`config.mk`:
```
export PLATFORM = sky130hd
export DESIGN_NAME = gpio_irq_ctrl
export DESIGN_NICKNAME = d
export VERILOG_FILES = /design/src/rtl/gpio_irq_pkg.sv /design/src/rtl/gpio_irq_sync.sv /design/src/rtl/gpio_irq_detect.sv /design/src/rtl/gpio_irq_rdmux.sv /design/src/rtl/gpio_irq_ctrl.sv
export SDC_FILE = /design/constraint.sdc
export NUM_CORES = 1
export LEC_CHECK = 0
export ABC_CLOCK_PERIOD_IN_PS = 2170
export BUFFER_PORTS_ARGS = -buffer_cell sky130_fd_sc_hd__buf_2
export CORE_UTILIZATION = 45
export DETAILED_ROUTE_END_ITERATION = 8
export SYNTH_ARGS = -nofsm -noshare
export SYNTH_HDL_FRONTEND = slang
export SYNTH_SLANG_ARGS = --single-unit
```
`constraint.sdc`:
```
create_clock -name clk -period 2.17 [get_ports clk]
set_clock_uncertainty 0.2 [all_clocks]
set_input_delay 0.1085 -clock clk [delete_from_list [all_inputs] [get_ports clk]]
set_output_delay 0.1085 -clock clk [all_outputs]
set_load 0.01 [all_outputs]
```
`src/rtl/gpio_irq_pkg.sv`:
```
package gpio_irq_pkg;

    localparam int unsigned REG_AW = 4;

    // word addresses
    localparam logic [REG_AW-1:0] A_EN    = 4'd0;
    localparam logic [REG_AW-1:0] A_STAT  = 4'd1;
    localparam logic [REG_AW-1:0] A_DISP  = 4'd2;
    localparam logic [REG_AW-1:0] A_CLR   = 4'd3;
    localparam logic [REG_AW-1:0] A_MSET  = 4'd4;
    localparam logic [REG_AW-1:0] A_MCLR  = 4'd5;
    localparam logic [REG_AW-1:0] A_POUT  = 4'd6;
    localparam logic [REG_AW-1:0] A_PIN   = 4'd7;
    localparam logic [REG_AW-1:0] A_DIR   = 4'd8;
    localparam logic [REG_AW-1:0] A_MODE0 = 4'd9;
    localparam logic [REG_AW-1:0] A_MODE1 = 4'd10;
    localparam logic [REG_AW-1:0] A_FSEL  = 4'd14;
    localparam logic [REG_AW-1:0] A_SRST  = 4'd15;

    localparam int unsigned MODE_W      = 3;
    localparam int unsigned NIB_W       = 4;
    localparam int unsigned PINS_PER_WD = 8;

    // trigger decision for one pin from its mode code
    function automatic logic trig_hit(input logic [MODE_W-1:0] m,
                                      input logic cur, input logic prv);
        logic r;
        if (m[2]) begin
            r = cur ^ prv;
        end else begin
            case (m[1:0])
                2'b00:   r = prv & ~cur;
                2'b01:   r = ~prv & cur;
                2'b10:   r = ~cur;
                default: r = cur;
            endcase
        end
        return r;
    endfunction

endpackage

```
`src/rtl/gpio_irq_sync.sv`:
```
module gpio_irq_sync #(
    parameter int unsigned W      = 12,
    parameter int unsigned STAGES = 2
) (
    input  logic         clk,
    input  logic         rst_n,
    input  logic [W-1:0] d,
    output logic [W-1:0] q,
    output logic [W-1:0] q_prev
);
    // STAGES synchroniser flops plus one history flop
    logic [STAGES:0][W-1:0] pipe_q;

    always_ff @(posedge clk or negedge rst_n) begin
        if (!rst_n) pipe_q <= '0;
        else        pipe_q <= {pipe_q[STAGES-1:0], d};
    end

    assign q      = pipe_q[STAGES-1];
    assign q_prev = pipe_q[STAGES];
endmodule

```
`src/rtl/gpio_irq_detect.sv`:
```
module gpio_irq_detect
    import gpio_irq_pkg::*;
#(
    parameter int unsigned W = 12
) (
    input  logic [W-1:0][MODE_W-1:0] mode,
    input  logic [W-1:0]             cur,
    input  logic [W-1:0]             prv,
    output logic [W-1:0]             hit
);
    for (genvar i = 0; i < W; i++) begin : g_pin
        assign hit[i] = trig_hit(mode[i], cur[i], prv[i]);
    end
endmodule

```
`src/rtl/gpio_irq_rdmux.sv`:
```
module gpio_irq_rdmux
    import gpio_irq_pkg::*;
#(
    parameter int unsigned W = 12
) (
    input  logic [REG_AW-1:0]        addr,
    input  logic [W-1:0]             en,
    input  logic [W-1:0]             status,
    input  logic [W-1:0]             mask,
    input  logic [W-1:0]             pout,
    input  logic [W-1:0]             pin_s,
    input  logic [W-1:0]             dir,
    input  logic [W-1:0]             fsel,
    input  logic [W-1:0][MODE_W-1:0] mode,
    input  logic                     srst,
    output logic [31:0]              rdata
);
    logic [31:0] mode0_w, mode1_w;

    always_comb begin
        mode0_w = '0;
        mode1_w = '0;
        for (int i = 0; i < int'(W); i++) begin
            if (i < int'(PINS_PER_WD))
                mode0_w[NIB_W*(i%PINS_PER_WD) +: MODE_W] = mode[i];
            else
                mode1_w[NIB_W*(i%PINS_PER_WD) +: MODE_W] = mode[i];
        end
    end

    always_comb begin
        case (addr)
            A_EN:    rdata = 32'(en);
            A_STAT:  rdata = 32'(status);
            A_DISP:  rdata = 32'(status & ~mask);
            A_MSET:  rdata = 32'(mask);
            A_POUT:  rdata = 32'(pout);
            A_PIN:   rdata = 32'(pin_s);
            A_DIR:   rdata = 32'(dir);
            A_MODE0: rdata = mode0_w;
            A_MODE1: rdata = mode1_w;
            A_FSEL:  rdata = 32'(fsel);
            A_SRST:  rdata = 32'(srst);
            default: rdata = '0;
        endcase
    end
endmodule

```
`src/rtl/gpio_irq_ctrl.sv`:
```
module gpio_irq_ctrl
    import gpio_irq_pkg::*;
#(
    parameter int unsigned NPINS   = 12,
    parameter int unsigned SYNC_ST = 2
) (
    input  logic              clk,
    input  logic              rst_n,
    input  logic              bus_wr,
    input  logic [3:0]        bus_addr,
    input  logic [31:0]       bus_wdata,
    output logic [31:0]       bus_rdata,
    input  logic [NPINS-1:0]  pin_in,
    output logic [NPINS-1:0]  pin_out,
    output logic [NPINS-1:0]  pin_oe,
    output logic              irq
);
    typedef struct packed {
        logic [NPINS-1:0]             en;
        logic [NPINS-1:0]             status;
        logic [NPINS-1:0]             mask;
        logic [NPINS-1:0]             pout;
        logic [NPINS-1:0]             dir;
        logic [NPINS-1:0]             fsel;
        logic [NPINS-1:0][MODE_W-1:0] mode;
        logic                         srst;
    } regs_t;

    regs_t regs_d, regs_q;

    logic [NPINS-1:0] sync_w, prev_w, hit_w, wlo;
    logic             unused_wdata;

    assign wlo          = bus_wdata[NPINS-1:0];
    assign unused_wdata = ^bus_wdata;

    gpio_irq_sync #(.W(NPINS), .STAGES(SYNC_ST)) u_sync (
        .clk    (clk),
        .rst_n  (rst_n),
        .d      (pin_in),
        .q      (sync_w),
        .q_prev (prev_w)
    );

    gpio_irq_detect #(.W(NPINS)) u_detect (
        .mode (regs_q.mode),
        .cur  (sync_w),
        .prv  (prev_w),
        .hit  (hit_w)
    );

    gpio_irq_rdmux #(.W(NPINS)) u_rdmux (
        .addr   (bus_addr),
        .en     (regs_q.en),
        .status (regs_q.status),
        .mask   (regs_q.mask),
        .pout   (regs_q.pout),
        .pin_s  (sync_w),
        .dir    (regs_q.dir),
        .fsel   (regs_q.fsel),
        .mode   (regs_q.mode),
        .srst   (regs_q.srst),
        .rdata  (bus_rdata)
    );

    always_comb begin
        regs_d = regs_q;
        if (bus_wr) begin
            case (bus_addr)
                A_EN:   regs_d.en     = wlo;
                A_CLR:  regs_d.status = regs_q.status & ~wlo;
                A_MSET: regs_d.mask   = regs_q.mask | wlo;
                A_MCLR: regs_d.mask   = regs_q.mask & ~wlo;
                A_POUT: regs_d.pout   = wlo;
                A_DIR:  regs_d.dir    = wlo;
                A_FSEL: regs_d.fsel   = wlo;
                A_SRST: regs_d.srst   = bus_wdata[0];
                A_MODE0: begin
                    for (int i = 0; i < int'(NPINS); i++)
                        if (i < int'(PINS_PER_WD))
                            regs_d.mode[i] = bus_wdata[NIB_W*(i%PINS_PER_WD) +: MODE_W];
                end
                A_MODE1: begin
                    for (int i = 0; i < int'(NPINS); i++)
                        if (i >= int'(PINS_PER_WD))
                            regs_d.mode[i] = bus_wdata[NIB_W*(i%PINS_PER_WD) +: MODE_W];
                end
                default: ;
            endcase
        end
        // detected events are applied after the clear, so they win
        regs_d.status = regs_d.status | (hit_w & regs_q.en);
        // while soft reset is held, only the reset word itself accepts writes
        if (regs_q.srst) begin
            regs_d      = '0;
            regs_d.srst = (bus_wr && bus_addr == A_SRST) ? bus_wdata[0] : 1'b1;
        end
    end

    always_ff @(posedge clk or negedge rst_n) begin
        if (!rst_n) regs_q <= '0;
        else        regs_q <= regs_d;
    end

    assign pin_out = regs_q.pout;
    assign pin_oe  = regs_q.dir;
    assign irq     = |(regs_q.status & ~regs_q.mask);

    // plain views of internal state for the bound checker
    logic [NPINS-1:0] chk_status, chk_en, chk_mask;
    logic             chk_srst;
    assign chk_status = regs_q.status;
    assign chk_en     = regs_q.en;
    assign chk_mask   = regs_q.mask;
    assign chk_srst   = regs_q.srst;
endmodule

```
# Word level (Yosys, flattened, before mapping)
# Index checks and enable logic that the tools add are counted.
# classes
n_bitwise,70
eq_ne,36
n_reduce_logical,32
n_mux,37
# ops
cell,count
$pmux W32 S11,1
$mux W109,2
$mux W12,6
$and A12 B12 Y12,4
$pmux W1 S3,12
$and A12 B32 Y32,1
$not A12 Y32,1
$and A1 B1 Y1,24
$eq A2 B1 Y1 const B,12
$eq A2 B2 Y1 const B,12
$logic_not A2 Y1,12
$mux W24,1
$not A1 Y1,24
$not A12 Y12,2
$or A12 B12 Y12,2
$pmux W12 S2,1
$eq A4 B4 Y1 const B,5
$eq A4 B3 Y1 const B,4
$reduce_and A2 Y1,8
$reduce_bool A2 Y1,8
$mux W1,14
$reduce_or A12 Y1,1
$xor A1 B1 Y1,12
$eq A4 B2 Y1 const B,2
4 further kinds,4
# word_totals
in_bits,51
output_inout_bits,57
reg_bits,145

# Longest topological paths before layout
# Gate-level depths: netlist of run 1.
# depth
word_depth,7
ltp_mapped,8

# Cells and area by module
# Synthesis of run 1 repeated with hierarchy kept, for this count alone.
# hier_totals
hier_cells,794
area_unflattened_um2,8039.0
# by_module_without_submodules
module,seq_area_each_um2,cells_each,area_per_inst_um2,n_inst
gpio_irq_ctrl,2727.6,464,4929.7,1
gpio_irq_rdmux,0.0,162,1127.3,1
gpio_irq_sync,900.9,60,1081.0,1
gpio_irq_detect,0.0,108,900.9,1

# Worst setup path before layout of run 1
# No wires, ideal clock.
# synth_timing
kind,reg2reg
start,"register u_sync.pipe_q, in the netlist u_sync.q[10]"
end,"register regs_q[95], in the netlist chk_status[10]"
stages_incl_launch_ff,5
path_slack_ns,0.543
synth_period_minus_slack_ns,1.627
t_required_ns,1.848
setup_time_ns,0.122
path_buffers,0
arrival_ns,1.306
path_cell_list,dfrtp_1 > ha_1 > mux2_2 > a211o_1 > a32o_1
# synth_rtl
item,line,source
start: declaration,gpio_irq_sync.sv:12,logic [STAGES:0][W-1:0] pipe_q;
start signal: assignment,gpio_irq_sync.sv:16,"else pipe_q <= {pipe_q[STAGES-1:0], d};"
end signal: assignment,gpio_irq_ctrl.sv:102,else regs_q <= regs_d;
end: declaration,gpio_irq_ctrl.sv:29,"regs_t regs_d, regs_q;"

# Worst setup path after layout of run 1
# layout_timing
start,"register regs_q[66], in the netlist pin_out[5]"
end,output port bus_rdata[5]
# layout_between
elab_chain_len,1
# layout_lines
item,line,source
$pmux W32 S11,gpio_irq_rdmux.sv:32,case (addr)
end: declaration,gpio_irq_ctrl.sv:12,"output logic [31:0] bus_rdata,"
# Every way passes these cells.

==> impl_results.md, run 1 <==
- Status: complete, but fails checks
- Failing checks: setup timing
- Largest net degree at the start of global routing: 70
- Final min period: roughly 2.2 ns
- CTS tree: built
- Placer Congestion: just under 1
- Syn Area/Cell: approximately 9.6 um^2
- CP max stage cell: a222oi_1
- Seq cells post-synth: 145
- Primary FF master, synth: dfrtp_1
- Multiplexer share of the synthesized area: 7.827%
- CP required: ~1.9 ns
- Distinct cell type count after synthesis: a little over 60
- Sequential fraction of the synthesis area: between 40% and 50%
- Compound-Gate Fraction of Synth Area: 16.89%
- Reg clk slew, reported paths: 0.07 ns
- CP delay by family, top: compound AO/OA/AOI/OAI gates
- Endpoint type of the worst setup path: output pin
- CTS Buf Count: 17
- First-pass GRT wire length: 37150 um
- CP peak stage delay: roughly 0.41 ns
- Cells after Synth: a little over 800
- Clk buf depth: 2
- Layout cells sized above 1: between 20 and 25%
- Syn Std Cell Area: about 0.008 mm^2
- Buffers on Ports: 97
- Vias in the first global route: 6529
- Clock root buffer: clkbuf_16
- Area grow syn2layout: 21.26%
- Synth Warn #: 0
- Yosys top cell by area: dfrtp_1
- Fin nets: just over 1000
- Setup CP Type: register to output pin
- Crit path DAT: 1.93 ns
- Pwr/cell area: between 800 and 900 mW/mm^2
- Final setup margin: -0.06627 ns
- Leak pwr: ~0.0046 uW
- CP startpoint kind: register
- HPWL Detailed: between 15000 and 20000 um
- Synth Area in XOR/XNOR: less than 1%
- Final hold slack: 0.008955 ns
- Worst Tran Pin Value: between 0.6 and 0.7 ns
- Post-synthesis adder-cell area fraction: under 10%
- Routed len/inst: a little over 20 um
- Main combinational cell family by area after synthesis: compound AO/OA/AOI/OAI gates
- Core Rows: between 40 and 50
- Worst hold path class: input port to async pin
- WP buf/inv: 1
- Clk Latency, worst-skew pair: between 0.4 and 0.5 ns
- Die area: 0.01805 mm^2
- Worst VDD drop: about 590 uV
- Initial antenna violation count: 0
- Period utilization: 103.1%
- Max-Cap Viols: 0
- First-pass detailed-route iteration total: 6
- Vias per cell: between 5 and 6
- Starting Density: between 40% and 50%
- Post-Synth Simple-Gate Area: roughly 16%
- Die Wd: around 130 um
- Antenna diode count: 0
- Core area: 0.01718 mm^2
- Fill cell count: roughly 1600
- Max-slew violation count: 0
- Fmax: roughly 450 MHz
- Post-place setup slack: roughly 0.17 ns
- Area occupied by multi-input gates: 0.003605 mm^2
- Chip Height: 134.3 um
- Top post-synthesis cells by area: dfrtp_1 46%, mux2i_1 6.0%, nand2_1 5.7%
- Ports: roughly 110
- GRT Total Usage: around 28%
- Number of enable-type register cells in the synthesized netlist: 0
- Hold Fails Final Rpt: 0
- Max_slew headroom: 57.76%
- Clock sink count: about 150
- Crit-path cells: mux2_4 > a222oi_1 > o221ai_1 > buf_2
- Async set-reset flop share out of synthesis: 100.0%
- Final setup violation count: 2
- Synth top area share: a little under half
- Iter 0 DRT Violations: about 660
- H-tree depth: 4
- Worst-path maximum fanout: 3
- Vias: between 6000 and 7000
- DRT Wirelength: between 20000 and 25000 um
- Flip-flop and latch area: roughly 0.0036 mm^2
- RSZ-0062 raised after global routing: yes
- Antenna-violating nets left: 0
- GRT Residual Overflow: 0
- DRC viols: 0
- FF-to-FF setup slack: 0.36 ns
==> worst paths after layout <==
check	start	end	depth (start not counted)
worst max-delay path	pin_out[5]$_DFFE_PN0P_	bus_rdata[5]	4
worst min register to register	u_sync.pipe_q[9]$_DFF_PN0_	u_sync.q[9]$_DFF_PN0_	0
min in group clk	pin_in[5]	u_sync.pipe_q[5]$_DFF_PN0_	2
worst min-delay path	rst_n	pin_out[9]$_DFFE_PN0P_	2
worst max register to register	u_sync.q[6]$_DFF_PN0_	chk_status[6]$_DFF_PN0_	5
max in group asynchronous	rst_n	pin_out[4]$_DFFE_PN0P_	3
==> per-layer routing <==
metal  part of all wire, %  track usage (%)
met4                   2.0            7.990
met2                    46            43.47
met5                     0                0
met3                   6.9            6.274
met1                    45            37.96
==> cells by family (layout without fill, tap and decap cells) <==
| logic type | Yosys count | in the layout |
|---|---|---|
| and+or+nand+nor | 257 | 257 |
| xor gates and xnor gates | 7 | 7 |
| AOI/OAI and AO/OA | 203 | 203 |
| DFF | 145 | 145 |
| muxes | 58 | 58 |
| adders and majority gates | 24 | 24 |
| other | 1 | 5 |
| buffers and inverters | 122 | 248 |
==> cells in the mapped netlist (4+ instances only) <==
library cell / count
a221oi_1: 5
nor2_1: 47
a22o_1: 10
nor3b_1: 8
a21oi_1: 75
a221o_1: 4
a211oi_1: 13
a32oi_1: 5
dfrtp_1: 145
clkbuf_1: 19
mux2_2: 9
and3_1: 4
buf_6: 13
o21ai_0: 33
mux2i_1: 47
o22ai_1: 4
o2111ai_1: 4
nand2b_1: 9
a211o_1: 7
buf_4: 36
nand2_1: 120
ha_1: 24
a22oi_1: 15
nor2b_1: 21
and2_1: 14
inv_1: 32
xor2_1: 7
nand3_1: 12
buf_2: 21
==> stage by stage <==
| stage | TNS, ns | cell area (um^2) | power [uW] | util (%) | instances |
|---|---|---|---|---|---|
| finish | -0.1048 | 9557 | 7685 | 55.64 | 1172 |
| global route | -0.2607 | 9557 | 7990 | 55.64 | 1172 |
| CTS | -0.09586 | 9508 | 7668 | 55.35 | 1168 |
| detailed placement | 0 | 8432 | 4526 | 49.09 | 1092 |
| global placement | 0 | 8432 | 4488 | 49.09 | 1092 |
| floorplan | 0 | 7896 | 4022 | - | 821 |
==> layout make-up <==
class	count	share of cell area [%]
Tap cell	225	2.946
Timing Repair Buffer	184	13.71
Inverter	32	1.257
Clock inverter	15	1.872
Clock buffer	17	4.451
Sequential cell	145	38.05
Multi-Input combinational cell	554	37.72
==> registers in the layout, indices dropped and copies added (netlist names) <==
signal / cells
regs_q: 48
chk_en: 12
chk_mask: 12
chk_status: 12
pin_oe: 12
pin_out: 12
u_sync.pipe_q: 12
u_sync.q: 12
u_sync.q_prev: 12
chk_srst: 1
==> where the power goes <==
group          switching (uW)  internal, uW
Sequential                303          2960
Combinational             786           573
Clock                    1240          1820
==> cell usage in the layout, fill, tap and decap left out, drive strengths merged, types with 3 or more instances in the layout <==
cell type,Yosys,final
ha,24,24
a32oi,5,5
nor2,49,49
dlygate4sd3,0,41
nor3b,9,9
a222oi,3,3
conb,1,5
o22ai,4,4
o221ai,3,3
inv,32,37
a221o,4,4
a21oi,75,75
buf,71,143
nand3b,3,3
a22oi,15,15
mux2i,47,47
nor3,4,4
nor2b,21,21
dfrtp,145,145
bufinv,0,3
a211oi,13,13
and3,6,6
o2111ai,4,4
nand2b,9,9
o311ai,3,3
xor2,7,7
clkbuf,19,17
nand3,13,13
and2,15,15
a211o,7,7
mux2,9,9
a22o,10,10
nand2,120,120
o21ai,33,33
a221oi,5,5
clkinv,0,6
==> what timing repair did <==
action                                  in CTS  in global routing
hold buffers                                41                  0
pin swaps                                    4                  4
endpoints found under the setup margin       6                  7
hold endpoints to repair                   264                  0
resized for setup                            9                  6
buffers inserted                             3                  4
Power figures use the tool's default switching activity.
==> inputs of run 2 (changes only) <==
- CORE_MARGIN: not set -> 8
==> run 2 against run 1 <==
Against the previous run:
- the run still ends with setup timing left
- sequential power is essentially flat
- non-clock buffer count up 3
- wire length grew 1.9%
- highest routed layer unchanged
==> impl_results.md, run 2 (synthesized netlist as in run 1, its figures left out) <==
- Post-place setup slack: between 0.2 and 0.25 ns
- Int Pwr: approximately 5400 uW
- GRT Residual Overflow: 0
- Flip-flop and latch area: between 0.003 and 0.004 mm^2
- Worst Tran Pin Value: a little over 0.6 ns
- Vias: roughly 6600
- Flop pwr share: 43.6%
- Leak pwr: around 0.0045 uW
- Worst hold path class: input port to async pin
- Logic pwr share: 17.4%
- RSZ-0062 raised after global routing: yes
- Starting Density: 45.72%
- Layout cells sized above 1: between 20% and 30%
- Largest Register: regs_q
- Worst VDD drop: 511.4 uV
- Status: complete, but fails checks
- CTS Buf Count: 17
- Final setup violation count: 2
- Most common cell after layout, fill and taps aside: dfrtp_1
- Area grow syn2layout: 20.43%
- Commonest non-fill, non-tap cells in the layout: 140 x dfrtp_1, 120 x nand2_1, 96 x buf_2, 75 x a21oi_1
- Largest net degree at the start of global routing: 59
- Fmax: 445.7 MHz
- Crit path DAT: 1.93 ns
- GRT Total Usage: ~22%
- Worst-path maximum fanout: 3
- Failing checks: setup timing
- Fill cell count: between 1500 and 2000
- Ports: between 100 and 150
- Core Rows: 48
- HPWL Detailed: between 15000 and 20000 um
- Die Wd: around 150 um
- Antenna-violating nets left: 0
- Reg clk slew, reported paths: approximately 0.06 ns
- Fin nets: a little over 1000
- Chip Height: roughly 150 um
- DRT Wirelength: roughly 24000 um
- Initial antenna violation count: 0
- Antenna diode count: 0
- First-pass detailed-route iteration total: 5
- Placer Congestion: roughly 0.9
- Max_slew headroom: roughly 59%
- Routed len/inst: a little over 20 um
- Post-Route Setup TNS: -0.08101 ns
- Endpoint type of the worst setup path: output pin
- DRC viols: 0
- Clock root buffer: clkbuf_16
- CP startpoint kind: register
- Clk buf depth: 2
- H-tree depth: 4
- Switching power: around 2100 uW
- Switching Share: between 20% and 30%
- Share of total power in the clock network: approximately two fifths
- Die area: about 0.022 mm^2
- Final setup margin: -0.07347 ns
- First-pass GRT wire length: 38130 um
- Area occupied by multi-input gates: around 0.0036 mm^2
- Vias in the first global route: approximately 6700
- Hold Fails Final Rpt: 0
- Clk Latency, worst-skew pair: roughly 0.42 ns
- Pwr/cell area: 789.9 mW/mm^2
- Max-Cap Viols: 0
- Buffers on Ports: 97
- Clock sink count: 145
- CTS tree: built
- Final min period: between 2 and 2.5 ns
- Core area: 0.01724 mm^2
- Setup CP Type: register to output pin
- Period utilization: 103.4%
- CP required: approximately 1.9 ns
- Largest register FFs: 48
- Vias per cell: around 5.7
- Iter 0 DRT Violations: between 400 and 500
- Max-slew violation count: 0
-- run 2: cell types whose count changed in the layout (fill, tap and decap cells not counted), moves of 2 or more --
cell      before  now
clkbuf_8       0    2
nor2b_1       18   20
clkbuf_1       0    4
buf_12         5    2
inv_6          5    0
nor2b_4        3    1
buf_4         41   47
clkinv_2       4    2
-- run 2: repair_timing --
item,4_1_cts,5_1_grt
hold buffers,41,0
endpoints found under the hold margin,264,0
setup buffers,0,1
pin swaps,4,5
setup endpoints to repair,5,8
gates cloned,0,0
gates resized for setup,5,5
-- run 2: path summary, 6_finish.rpt --
kind / startpoint / end / slack (ns) / cells past startpoint
worst max-delay path: chk_status[9]$_DFF_PN0_ / bus_rdata[9] / -0.07 / 4
worst min-delay path: rst_n / u_sync.pipe_q[2]$_DFF_PN0_ / 0.02 / 2
worst max register to register: u_sync.q[6]$_DFF_PN0_ / chk_status[6]$_DFF_PN0_ / 0.42 / 5
worst min register to register: u_sync.pipe_q[6]$_DFF_PN0_ / u_sync.q[6]$_DFF_PN0_ / 0.15 / 0
max in group asynchronous: rst_n / u_sync.q[8]$_DFF_PN0_ / 1.05 / 3
min in group clk: pin_in[2] / u_sync.pipe_q[2]$_DFF_PN0_ / 0.13 / 2
-- run 2: layout make-up --
type / instances / share of cell area (%)
flip-flops and latches: 145 / 38.32
clock buffers: 23 / 4.930
inverters: 32 / 1.265
multi-input cells: 554 / 37.73
repair buffers: 187 / 13.64
well taps: 225 / 2.966
clock inverters: 6 / 1.147
-- run 2: critical path, cell delays in order, from the launching register on --
cell and delay [ns]:
dfrtp_1 0.41, nor2b_4 0.15, mux4_2 0.44, a221o_1 0.36, buf_2 0.15
-- run 2: layer usage --
layer	global-route usage [%]	share of wire, %
met1	30.39	45
met5	0	0
met4	9.026	2.2
met2	34.41	46
met3	4.771	7.5
-- run 2: power groups by stage --
stage / combinational, uW / sequential [uW] / clock, uW
after floorplan: 857 / 3170 / 0
after global routing: 1430 / 3300 / 3090
final: 1300 / 3270 / 2930
after CTS: 1300 / 3260 / 2980
after detailed placement: 1230 / 3300 / 0
after global placement: 1190 / 3290 / 0
-- run 2: through the flow --
step                      util (%)  power, uW  instances  area (um^2)  hold WS [ns]
after floorplan                  -       4022        821         7896       -0.3871
after global placement       49.09       4481       1101         8462      -0.08454
after detailed placement     49.09       4528       1101         8462      -0.08064
after CTS                    54.97       7543       1171         9475       0.04297
after global routing         55.07       7822       1172         9492       0.05865
final                        55.07       7498       1172         9492       0.02156
==> inputs of run 3 (changes only) <==
- SETUP_SLACK_MARGIN: not set -> 0.05
==> run 3 against run 2 <==
Against the previous run:
- the flow still finishes with violations (setup timing)
- sequential share of layout area is 0.17 points lower
- first-iteration DRC count is 7.5% lower
- flip-flop and latch count stayed put
- via count is 0.14% higher
- die area stayed put
- non-clock buffer count is 4 higher
- design area is 0.47% higher
- wire length is 0.67% higher
- critical path depth stayed put
- combinational power hardly changed
- largest cell class unchanged
==> impl_results.md, run 3 (synthesized netlist as in run 1, its figures left out) <==
- Worst-path maximum fanout: 3
- M3 GR Usage: roughly 5.0%
- Worst VDD drop: ~510 uV
- H-tree depth: 4
- GRT busiest layer: met2
- Vias per cell: 5.661
- Grt met2 use: 34.34%
- Status: complete, but fails checks
- First-pass GRT wire length: between 30000 and 40000 um
- Clock sink count: 145
- Clk Latency, worst-skew pair: ~0.42 ns
- FF-to-FF path depth: 4
- Reg clk slew, reported paths: ~0.06 ns
- CTS Buf Count: 17
- HPWL Detailed: between 15000 and 20000 um
- Fin nets: between 1000 and 1500
- DRT Wirelength: roughly 24000 um
- RSZ-0062 raised after global routing: yes
- Max-slew violation count: 0
- Area grow syn2layout: 21.00%
- Max_slew headroom: between 50 and 60%
- Endpoint type of the worst setup path: output pin
- Iter 0 DRT Violations: 454
- Failing checks: setup timing
- Final setup violation count: 1
- Vias: around 6700
- Max-Cap Viols: 0
- Buffers on Ports: 97
- Hold Fails Final Rpt: 0
- Met1 Usage GRT: between 30% and 40%
- CP required: 1.86 ns
- CTS tree: built
- Die area: between 0.02 and 0.025 mm^2
- Final min period: 2.233 ns
- Setup CP Type: register to output pin
- Clock root buffer: clkbuf_16
- DRC viols: 0
- Core Rows: 48
- Pwr/cell area: 788.7 mW/mm^2
- Initial antenna violation count: 0
- CP max stage cell: mux4_2
- Antenna-violating nets left: 0
- GRT Total Usage: 22.50%
- Commonest non-fill, non-tap cells in the layout: 139 x dfrtp_1, 120 x nand2_1, 96 x buf_2, 75 x a21oi_1, 51 x buf_4
- Crit path DAT: 1.92 ns
- Post-place setup slack: between 0.2 and 0.25 ns
- Period utilization: 102.9%
- Leak pwr: roughly 0.0046 uW
- Starting Density: a little under half
- CP peak stage delay: around 0.44 ns
- Final setup margin: -0.06277 ns
- Placer Congestion: 0.9036
- Chip Height: 148.3 um
- Largest register FFs: 48
- Fmax: 447.9 MHz
- Vias in the first global route: 6737
- Die Wd: roughly 150 um
- Ports: roughly 110
- Antenna diode count: 0
- Clk buf depth: 2
- Worst hold path class: input port to async pin
- Largest Register: regs_q
- Core area: about 0.017 mm^2
- Largest net degree at the start of global routing: approximately 60
- CP startpoint kind: register
- Tot Pwr: between 7000 and 8000 uW
- Worst Tran Pin Value: 0.6322 ns
- GRT Residual Overflow: 0
- Most common cell after layout, fill and taps aside: dfrtp_1
- Post-Route Setup TNS: -0.06277 ns
- First-pass detailed-route iteration total: 5
- Crit-path cells: nor2b_4 > mux4_2 > a221o_1 > buf_2
- Layout cells sized above 1: a little over a fifth
- Routed len/inst: about 21 um
[run 3: changes by cell type in the layout (fill, tap and decap cells not counted), sizes merged]
cell / previous run / this run
buf: 146 / 150
[run 3: final timing paths]
check,start,end,slack (ns)
min in group clk,pin_in[8],u_sync.pipe_q[8]$_DFF_PN0_,0.13
worst max-delay path,chk_status[9]$_DFF_PN0_,bus_rdata[9],-0.06
worst min-delay path,rst_n,u_sync.pipe_q[2]$_DFF_PN0_,0.02
max in group asynchronous,rst_n,u_sync.q[8]$_DFF_PN0_,1.06
worst min register to register,u_sync.pipe_q[6]$_DFF_PN0_,u_sync.q[6]$_DFF_PN0_,0.15
worst max register to register,chk_srst$_DFFE_PN0P_,chk_status[10]$_DFF_PN0_,0.38
[run 3: layer usage]
metal | part of all wire [%] | wire length (um) | vias to the layer above
met5 | 0 | 0 | -
met4 | 2.3 | 554 | 0
met3 | 7.6 | 1841 | 35
met2 | 46 | 11100 | 278
met1 | 45 | 10850 | 3279
li1 | - | - | 3065
[run 3: cell type report]
class	count	area, um^2
Tap cell	225	281.5
Clock inverter	6	108.9
Multi-Input combinational cell	554	3595
Clock buffer	23	467.9
Fill cell	1529	7700
Timing Repair Buffer	191	1325
Sequential cell	145	3638
Inverter	32	120.1
[run 3: timing repair]
action / in CTS / in global routing
endpoints found under the hold margin: 264 / 0
resized for setup: 8 / 6
hold buffers: 41 / 0
endpoints found under the setup margin: 7 / 9
buffers inserted: 3 / 2
pin swaps: 5 / 5
[run 3: worst max-delay path: cells and delay by family (launching register included)]
family | cells | cell delay [ns]
and+or+nand+nor | 1 | 0.15
DFF | 1 | 0.41
AOI/OAI and AO/OA | 1 | 0.35
buffers and inverters | 1 | 0.15
muxes | 1 | 0.44
[run 3: stage by stage]
| step | cell area, um^2 | std cells | utilization (%) | hold WS (ns) |
|---|---|---|---|---|
| after floorplan | 7896 | 821 | - | -0.3871 |
| after global placement | 8462 | 1101 | 49.09 | -0.08454 |
| after detailed placement | 8462 | 1101 | 49.09 | -0.08064 |
| after CTS | 9504 | 1174 | 55.14 | 0.04297 |
| after global routing | 9537 | 1176 | 55.33 | 0.05848 |
| final | 9537 | 1176 | 55.33 | 0.01720 |
[run 3: where the power goes]
group	internal (uW)	total [uW]	switching, uW	leakage [uW]
Sequential	2970	3260	298	0.00189
Clock	1850	2930	1080	0.000283
Combinational	554	1330	777	0.00238
Total	5370	7520	2150	0.00456
